## src/rtl/sws_pkg.sv

```systemverilog
package sws_pkg;
  typedef enum logic {ST_IDLE, ST_RUN} sws_state_e;
endpackage

```

## src/rtl/sws_return_track.sv

```systemverilog
module sws_return_track #(
  parameter int LAT = 2,
  parameter int CW  = 2
) (
  input  logic          clk,
  input  logic          rst,
  input  logic          issue,
  output logic          arrive,
  output logic [CW-1:0] inflight
);
  generate
    if (LAT == 1) begin : g_single
      logic stage;
      always_ff @(posedge clk) begin
        if (rst) stage <= 1'b0;
        else     stage <= issue;
      end
      assign arrive = stage;
    end else begin : g_chain
      logic [LAT-1:0] stage;
      always_ff @(posedge clk) begin
        if (rst) stage <= '0;
        else     stage <= {stage[LAT-2:0], issue};
      end
      assign arrive = stage[LAT-1];
    end
  endgenerate

  // reads issued and not yet written into the holding registers
  always_ff @(posedge clk) begin
    if (rst) inflight <= '0;
    else     inflight <= inflight + CW'(issue) - CW'(arrive);
  end
endmodule

```

## src/rtl/sws_hold_fifo.sv

```systemverilog
module sws_hold_fifo #(
  parameter int DW    = 32,
  parameter int DEPTH = 3,
  parameter int CW    = 2
) (
  input  logic          clk,
  input  logic          rst,
  input  logic          push,
  input  logic [DW-1:0] push_data,
  input  logic          pop,
  output logic [DW-1:0] head,
  output logic [CW-1:0] count
);
  localparam int PW = (DEPTH > 1) ? $clog2(DEPTH) : 1;
  localparam logic [PW-1:0] LAST = PW'(DEPTH - 1);

  logic [DW-1:0] slot [DEPTH];
  logic [PW-1:0] wp, rp;

  function automatic logic [PW-1:0] step(input logic [PW-1:0] p);
    return (p == LAST) ? '0 : p + 1'b1;
  endfunction

  always_ff @(posedge clk) begin
    if (push) slot[wp] <= push_data;
  end

  always_ff @(posedge clk) begin
    if (rst) begin
      wp    <= '0;
      rp    <= '0;
      count <= '0;
    end else begin
      if (push) wp <= step(wp);
      if (pop)  rp <= step(rp);
      count <= count + CW'(push) - CW'(pop);
    end
  end

  assign head = slot[rp];
endmodule

```

## src/rtl/sws_issue.sv

```systemverilog
module sws_issue #(
  parameter int AW    = 16,
  parameter int LW    = 12,
  parameter int CW    = 2,
  parameter int DEPTH = 3
) (
  input  logic          clk,
  input  logic          rst,
  input  logic          start,
  input  logic [AW-1:0] start_addr,
  input  logic [LW-1:0] start_len,
  input  logic          pop,
  input  logic [CW-1:0] hold_count,
  input  logic [CW-1:0] inflight,
  output logic          rd_en,
  output logic [AW-1:0] rd_addr
);
  logic [LW:0] left;
  logic [CW:0] occ, limit;

  // slots committed (held + in flight) must stay within DEPTH after this read
  always_comb begin
    occ   = {1'b0, hold_count} + {1'b0, inflight};
    limit = (CW+1)'(DEPTH) + {{CW{1'b0}}, pop};
    rd_en = (left != '0) && (occ < limit);
  end

  always_ff @(posedge clk) begin
    if (rst) begin
      left    <= '0;
      rd_addr <= '0;
    end else if (start) begin
      left    <= {1'b0, start_len} + 1'b1;
      rd_addr <= start_addr;
    end else if (rd_en) begin
      left    <= left - 1'b1;
      rd_addr <= rd_addr + 1'b1;
    end
  end
endmodule

```

## src/rtl/sws_stream_source.sv

```systemverilog
module sws_stream_source
  import sws_pkg::*;
#(
  parameter int AW  = 16,
  parameter int DW  = 32,
  parameter int LW  = 12,
  parameter int LAT = 2
) (
  input  logic          clk,
  input  logic          rst,
  input  logic          cmd_valid,
  output logic          cmd_ready,
  input  logic [AW-1:0] cmd_addr,
  input  logic [LW-1:0] cmd_len,
  output logic          mem_rd_en,
  output logic [AW-1:0] mem_rd_addr,
  input  logic [DW-1:0] mem_rd_data,
  output logic [DW-1:0] out_data,
  output logic          out_valid,
  output logic          out_sof,
  output logic          out_eof,
  input  logic          out_ready
);
  localparam int DEPTH = LAT + 1;
  localparam int CW    = $clog2(DEPTH + 1);

  sws_state_e    state;
  logic          accept, pop, arrive, first_q;
  logic [LW-1:0] beats_left;
  logic [CW-1:0] hold_count, inflight;

  assign cmd_ready = (state == ST_IDLE);
  assign accept    = cmd_valid && cmd_ready;
  assign out_valid = (state == ST_RUN) && (hold_count != '0);
  assign pop       = out_valid && out_ready;
  assign out_sof   = out_valid && first_q;
  assign out_eof   = out_valid && (beats_left == '0);

  sws_issue #(.AW(AW), .LW(LW), .CW(CW), .DEPTH(DEPTH)) u_issue (
    .clk(clk), .rst(rst), .start(accept), .start_addr(cmd_addr),
    .start_len(cmd_len), .pop(pop), .hold_count(hold_count),
    .inflight(inflight), .rd_en(mem_rd_en), .rd_addr(mem_rd_addr)
  );

  sws_return_track #(.LAT(LAT), .CW(CW)) u_track (
    .clk(clk), .rst(rst), .issue(mem_rd_en), .arrive(arrive),
    .inflight(inflight)
  );

  sws_hold_fifo #(.DW(DW), .DEPTH(DEPTH), .CW(CW)) u_hold (
    .clk(clk), .rst(rst), .push(arrive), .push_data(mem_rd_data),
    .pop(pop), .head(out_data), .count(hold_count)
  );

  always_ff @(posedge clk) begin
    if (rst) begin
      state      <= ST_IDLE;
      beats_left <= '0;
      first_q    <= 1'b0;
    end else if (accept) begin
      state      <= ST_RUN;
      beats_left <= cmd_len;
      first_q    <= 1'b1;
    end else if (pop) begin
      first_q <= 1'b0;
      if (beats_left == '0) state <= ST_IDLE;
      else                  beats_left <= beats_left - 1'b1;
    end
  end
endmodule

```

## config.mk

```make
export PLATFORM = sky130hd
export DESIGN_NAME = sws_stream_source
export DESIGN_NICKNAME = d
export VERILOG_FILES = /design/src/rtl/sws_pkg.sv /design/src/rtl/sws_return_track.sv /design/src/rtl/sws_hold_fifo.sv /design/src/rtl/sws_issue.sv /design/src/rtl/sws_stream_source.sv
export SDC_FILE = /design/constraint.sdc
export NUM_CORES = 1
export LEC_CHECK = 0
export BUFFER_PORTS_ARGS = -buffer_cell sky130_fd_sc_hd__buf_4
export CAP_MARGIN = 30
export CORE_AREA = 2 2 132 134
export DETAILED_ROUTE_END_ITERATION = 7
export DIE_AREA = 0 0 134 136
export PLACE_DENSITY = 0.61
export SLEW_MARGIN = 30
export SYNTH_ARGS = -nofsm -noshare
export SYNTH_HDL_FRONTEND = slang
export SYNTH_SLANG_ARGS = --single-unit
```

## constraint.sdc

```tcl
create_clock -name clk -period 9.7 [get_ports clk]
set_clock_uncertainty 0.05 [all_clocks]
set_input_delay 0.97 -clock clk [delete_from_list [all_inputs] [get_ports clk]]
set_output_delay 0.97 -clock clk [all_outputs]
set_load 0.005 [all_outputs]
```

# Yosys cells after proc, flatten, opt, wreduce, memory -nomap -nowiden
# Memories as Yosys holds them, arrays and structs flattened. A register that Yosys moved wholly into a read port is not among the register bits.
# Cells that the tools add are included.
word_totals:
  register_bits: 53
  mem_bits_rw: 96
  word_cells: 60
  memories: 1
classes:
  addsub: 12
  n_lt_le_gt_ge: 1
  eq_ne: 3
  mux: 18
  bitwise_logic: 1
  n_reduce_logical: 14
memory_table:
  columns: ["memory", "words", "width", "read_ports", "rd_ports_with_merged_regs", "write_ports", "line_no", "source"]
  rows:
  - ["u_hold.slot", 3, 32, 1, 1, 1, "sws_hold_fifo.sv:17", "logic [DW-1:0] slot [DEPTH];"]
ops:
  columns: ["cell", "count"]
  rows:
  - ["$mux W12", 3]
  - ["$mux W16", 2]
  - ["$mux W13", 2]
  - ["$add A16 B1 Y16 const B", 1]
  - ["$add A12 B1 Y13 const B", 1]
  - ["$reduce_bool A13 Y1", 1]
  - ["$sub A13 B1 Y13 const B", 1]
  - ["$logic_not A12 Y1", 1]
  - ["$sub A12 B1 Y12 const B", 1]
  - ["$mux W2", 4]
  - ["$reduce_bool A2 Y1", 4]
  - ["$mux W1", 7]
  - ["$logic_and A1 B1 Y1", 6]
  - ["$add A2 B1 Y2", 2]
  - ["$add A2 B1 Y2 const B", 2]
  - ["$eq A2 B2 Y1 const B", 2]
  - ["$reduce_and A2 Y1", 2]
  - ["$sub A2 B1 Y2", 2]
  - ["$add A2 B1 Y3 const A", 1]
  - ["$add A2 B2 Y3", 1]
  - ["$lt A3 B3 Y1", 1]
  - ["$ne A2 B2 Y1 const B", 1]
  - ["$not A1 Y1", 1]

# Logic depth before layout (Yosys ltp)
logic_depth:
  depth_word: 8
  ltp_mapped: 10
  mapped_depth_nobuf: 10

# Cells and area by module
# Synthesis repeated with hierarchy kept, for this count alone.
hier_totals:
  cells_unflattened: 582
  area_unflattened_um2: 6796.5
by_module_without_submodules:
  columns: ["mod", "n_inst", "cells_each", "area_per_inst_um2", "seq_area_each_um2"]
  rows:
  - ["sws_hold_fifo", 1, 232, 3915.0, 3042.9]
  - ["sws_issue", 1, 231, 1899.3, 580.6]
  - ["sws_stream_source", 1, 106, 827.0, 280.3]
  - ["sws_return_track", 1, 13, 155.1, 80.1]

# Worst setup path before layout
# No wires, ideal clock.
synth_timing:
  kind: "reg2reg"
  startpoint: "reg u_track.g_chain.stage[1]"
  endpoint: "mem u_hold.slot[1][0], enable pin"
  setup_time_ns: 0.470
  t_arrival_ns: 2.877
  t_required_ns: 9.180
  setup_slack_ns: 6.303
  stages_incl_launch_ff: 3
  path_buffers: 0
  synth_period_minus_slack_ns: 3.397
  cell_sequence: "dfxtp_1 -> inv_1 -> nor3b_1"
synth_between:
  elab_chain_len: 2
synth_lines:
  columns: ["element", "line_no", "source"]
  rows:
  - ["from (decl)", "sws_return_track.sv:20", "logic [LAT-1:0] stage;"]
  - ["from (signal assigned)", "sws_return_track.sv:23", "else stage <= {stage[LAT-2:0], issue};"]
  - ["$mux W1", "sws_hold_fifo.sv:25", "if (push) slot[wp] <= push_data;"]
  - ["$mux W1 (implied by the code)", "sws_hold_fifo.sv:25", null]
  - ["to (decl)", "sws_hold_fifo.sv:17", null]
# No other way between the ends.

# Worst setup path after layout
layout_timing:
  startpoint: "reg u_issue.left[0]"
  endpoint: "out mem_rd_en"
layout_between:
  elab_chain_len: 2
layout_lines:
  columns: ["element", "line_no", "source"]
  rows:
  - ["from (decl)", "sws_issue.sv:18", "logic [LW:0] left;"]
  - ["from (signal assigned)", "sws_issue.sv:33", "left <= {1'b0, start_len} + 1'b1;"]
  - ["from (signal assigned)", "sws_issue.sv:36", "left <= left - 1'b1;"]
  - ["$reduce_bool A13 Y1", "sws_issue.sv:25", "rd_en = (left != '0) && (occ < limit);"]
  - ["$logic_and A1 B1 Y1", "sws_issue.sv:25", null]
  - ["to (decl)", "sws_stream_source.sv:15", "output logic mem_rd_en,"]
# No other way between the ends.

==> flow_metrics.env <==
export IMPL_drt_pre_antenna_iters=4
export IMPL_crit_family="simple AND/OR/NAND/NOR gates"
export IMPL_yosysTopAreaCell="edfxtp_1"
export IMPL_cpMostUsedCell="inv_1"
export IMPL_hold_buffers=0
export IMPL_rsz0062_at_grt="false"
export IMPL_ys_flop_type="edfxtp_1"
export IMPL_post_cts_setup_buffer_count=0
export IMPL_wl_per_cell_um=15.75
export IMPL_synth_distinct_cells=48
export IMPL_vias=4798
export IMPL_start_kind="register"
export IMPL_wirelength_um=14500
export IMPL_setup_worst_path_start="u_issue.left[0]$_SDFFE_PP0P_"
export IMPL_yosys_warnings=0
export IMPL_cts_sinks=151
export IMPL_clk_insertion_delay_late_ps=410
export IMPL_synthTopCellsByCount="96 x edfxtp_1, 55 x dfxtp_1, 48 x nand2_1, 47 x nor2_1, 41 x o21ai_0"
export IMPL_fin_tns_setup_ps=0
export IMPL_min_period_ps=3683
export IMPL_crit_path_end_kind="output pin"
export IMPL_yosysTopAreaCellShare=0.4391
export IMPL_critical_path_arrival_ps=2660
export IMPL_r2r_cells=10
export IMPL_r2r_start="u_issue.left[0]$_SDFFE_PP0P_"
export IMPL_p_leak_uw=0.002939
export IMPL_synthCells=575
export IMPL_worst_path_buf_inv=3
export IMPL_drc=0
export IMPL_post_route_period_util=0.3797
export IMPL_grt_use_total=0.1629
export IMPL_synthesis_nets=649
export IMPL_final_hold_viol_count=0
export IMPL_synth_area_leaders="edfxtp_1 44%, dfxtp_1 17%, mux2i_1 4.9%"
export IMPL_setup_viol=0
export IMPL_final_util=0.4915
export IMPL_dp_hpwl_um=9480
export IMPL_area_growth_syn_to_layout_pct=26.36
export IMPL_worst_pin_slew_ps=759.9
export IMPL_die_h_um=136
export IMPL_cts_tree="done"
export IMPL_power_frac_clock=0.379
export IMPL_final_nets=758
export IMPL_die_w_um=134
export IMPL_syn_area_sq_mm=0.006565
export IMPL_vdd_ir_drop_worst_v=0.0001219
export IMPL_yosysSeqAreaShare=0.6068
export IMPL_synth_edf_count=96
export IMPL_io_pins=117
export IMPL_numCtsBuffers=17
export IMPL_critical_path_depth=7
export IMPL_drt_initial_drc_count=306
export IMPL_cts_resized=0
export IMPL_antenna_left=0
export IMPL_clk_pin_slew_ps=60
export IMPL_r2r_end="u_track.inflight[1]$_SDFF_PP0_"
export IMPL_yosysMostFrequentCell="edfxtp_1"
export IMPL_comb_power_share=0.177
export IMPL_initial_core_util=0.3890
export IMPL_internal_power_uw=1321
export IMPL_die_area_sq_mm=0.01822
export IMPL_ctsHtreeMaxLevel=4
export IMPL_core_area_sq_mm=0.01688
export IMPL_clock_root_buffer="clkbuf_16"
export IMPL_hold_start="u_track.g_chain.stage[0]$_SDFF_PP0_"
export IMPL_relSlewSlack=0.4887
export IMPL_power_density_mw_per_mm2=214.4
export IMPL_drv_cap=0
export IMPL_critPathMaxFanout=12
export IMPL_antenna_found_initial=0
export IMPL_diodes=0
export IMPL_fin_ws_ps=6017
export IMPL_ys_ff_latch=151
export IMPL_crit_slowest_cell="nand4_1"
export IMPL_grt_max_degree=69
export IMPL_grt_pass1_vias=4681
export IMPL_io_buffer_count=116
export IMPL_gr_total_overflow=0
export IMPL_cts_buffer_depth=2
export IMPL_p_sw_frac=0.2574
export IMPL_hp_class="reg -> reg"
export IMPL_netSwitchingPower_uw=457.9
export IMPL_ff2ff_setup_slack_ps=6840
export IMPL_crit_type="reg -> out"
export IMPL_drive_gt1_frac=0.2342
export IMPL_grt_pass1_wl_um=23290
export IMPL_status="complete, no violations"
export IMPL_pre_cts_slack_ps=6346
export IMPL_avgSynthCellArea_sq_um=11.42
export IMPL_fmax_ghz=0.2715
export IMPL_cp_endpoint="mem_rd_en"
export IMPL_async_reset_ff_frac=0
export IMPL_sequentialPowerShare=0.444
export IMPL_routed_via_density=5.210
export IMPL_required_ps=8680
export IMPL_drv_slew=0
export IMPL_place_congestion=0.8080
export IMPL_slowest_delay_ps=530
export IMPL_num_rows=48
export IMPL_cp_cell_sequence="inv_1, ha_1, nor3b_1, nand4_1, nand2_1, inv_1, buf_4"
[per-stage QoR]
stage          total power, uW  hold slack [ps]  std cells  cell area [sq um]
4_1_cts                   1797            396.1        921               8295
3_5_place_dp              1119            381.7        890               7687
6_report                  1779            389.6        921               8295
2_1_floorplan            990.7            363.8        575               6565
5_1_grt                   1872            405.1        921               8295
3_3_place_gp              1112            375.0        888               7652
[logic make-up (layout without fill, tap and decap cells)]
group / count (synthesis) / in the layout / synth area share
adder cells (fa/ha/maj): 10 / 10 / 0.02020
AND/OR/NAND/NOR: 190 / 190 / 0.1452
multiplexers: 32 / 32 / 0.04879
XOR/XNOR: 32 / 32 / 0.04269
flip-flops: 151 / 151 / 0.6068
buffers and inverters: 46 / 167 / 0.02649
AO/OA/AOI/OAI: 114 / 114 / 0.1098
[power by group through the flow]
| stage | Sequential [uW] | Clock (uW) | Combinational, uW |
|---|---|---|---|
| final | 789 | 675 | 315 |
| after global routing | 798 | 719 | 355 |
| after CTS | 789 | 689 | 318 |
| after detailed placement | 803 | 0 | 316 |
| after global placement | 801 | 0 | 311 |
| after floorplan | 791 | 0 | 199 |
[registers in the layout (all words and copies together) (netlist names), named ones only]
name and count:
beats_left 12, first_q 1, state 1, u_hold.count 2, u_hold.rp 2, u_hold.slot 96, u_hold.wp 2, u_issue.left 13
u_issue.rd_addr 16, u_track.g_chain.stage 2, u_track.inflight 2
[cell type report]
class                      count  area, sq um
inverter                      13        48.80
multi-input combinational    378         2427
clock buffer                  18        429.2
timing repair buffer         123        938.4
sequential                   151         3991
clock inverter                13        178.9
tap                          225        281.5
fill                        1547         8581
[per-layer routing]
metal | share of wire | global-route usage | up-vias
met3 | 0.043 | 0.02946 | 15
met4 | 0.011 | 0.05496 | 0
met2 | 0.50 | 0.2832 | 117
li1 | - | - | 2366
met5 | 0 | 0 | -
met1 | 0.45 | 0.2054 | 2300
[how the worst min path moves through the flow]
stage / to / cells past startpoint
global placement: u_track.g_chain.stage[1]$_SDFF_PP0_ / 1
finish: u_track.g_chain.stage[1]$_SDFF_PP0_ / 1
CTS: u_track.g_chain.stage[1]$_SDFF_PP0_ / 1
detailed placement: u_track.g_chain.stage[1]$_SDFF_PP0_ / 1
floorplan: u_track.g_chain.stage[1]$_SDFF_PP0_ / 1
global route: u_track.g_chain.stage[1]$_SDFF_PP0_ / 1
[placed cells by master, fill, tap and decap left out, types with 17 or more instances in the layout]
master / instances
a211oi_1: 19
a21oi_1: 21
buf_4: 121
clkbuf_16: 17
dfxtp_1: 53
edfxtp_1: 96
mux2i_1: 32
nand2_1: 48
nand3_1: 17
nand4_1: 18
nor2_1: 46
o21ai_0: 41
xor2_1: 17
(Power assumes the default switching activity.)
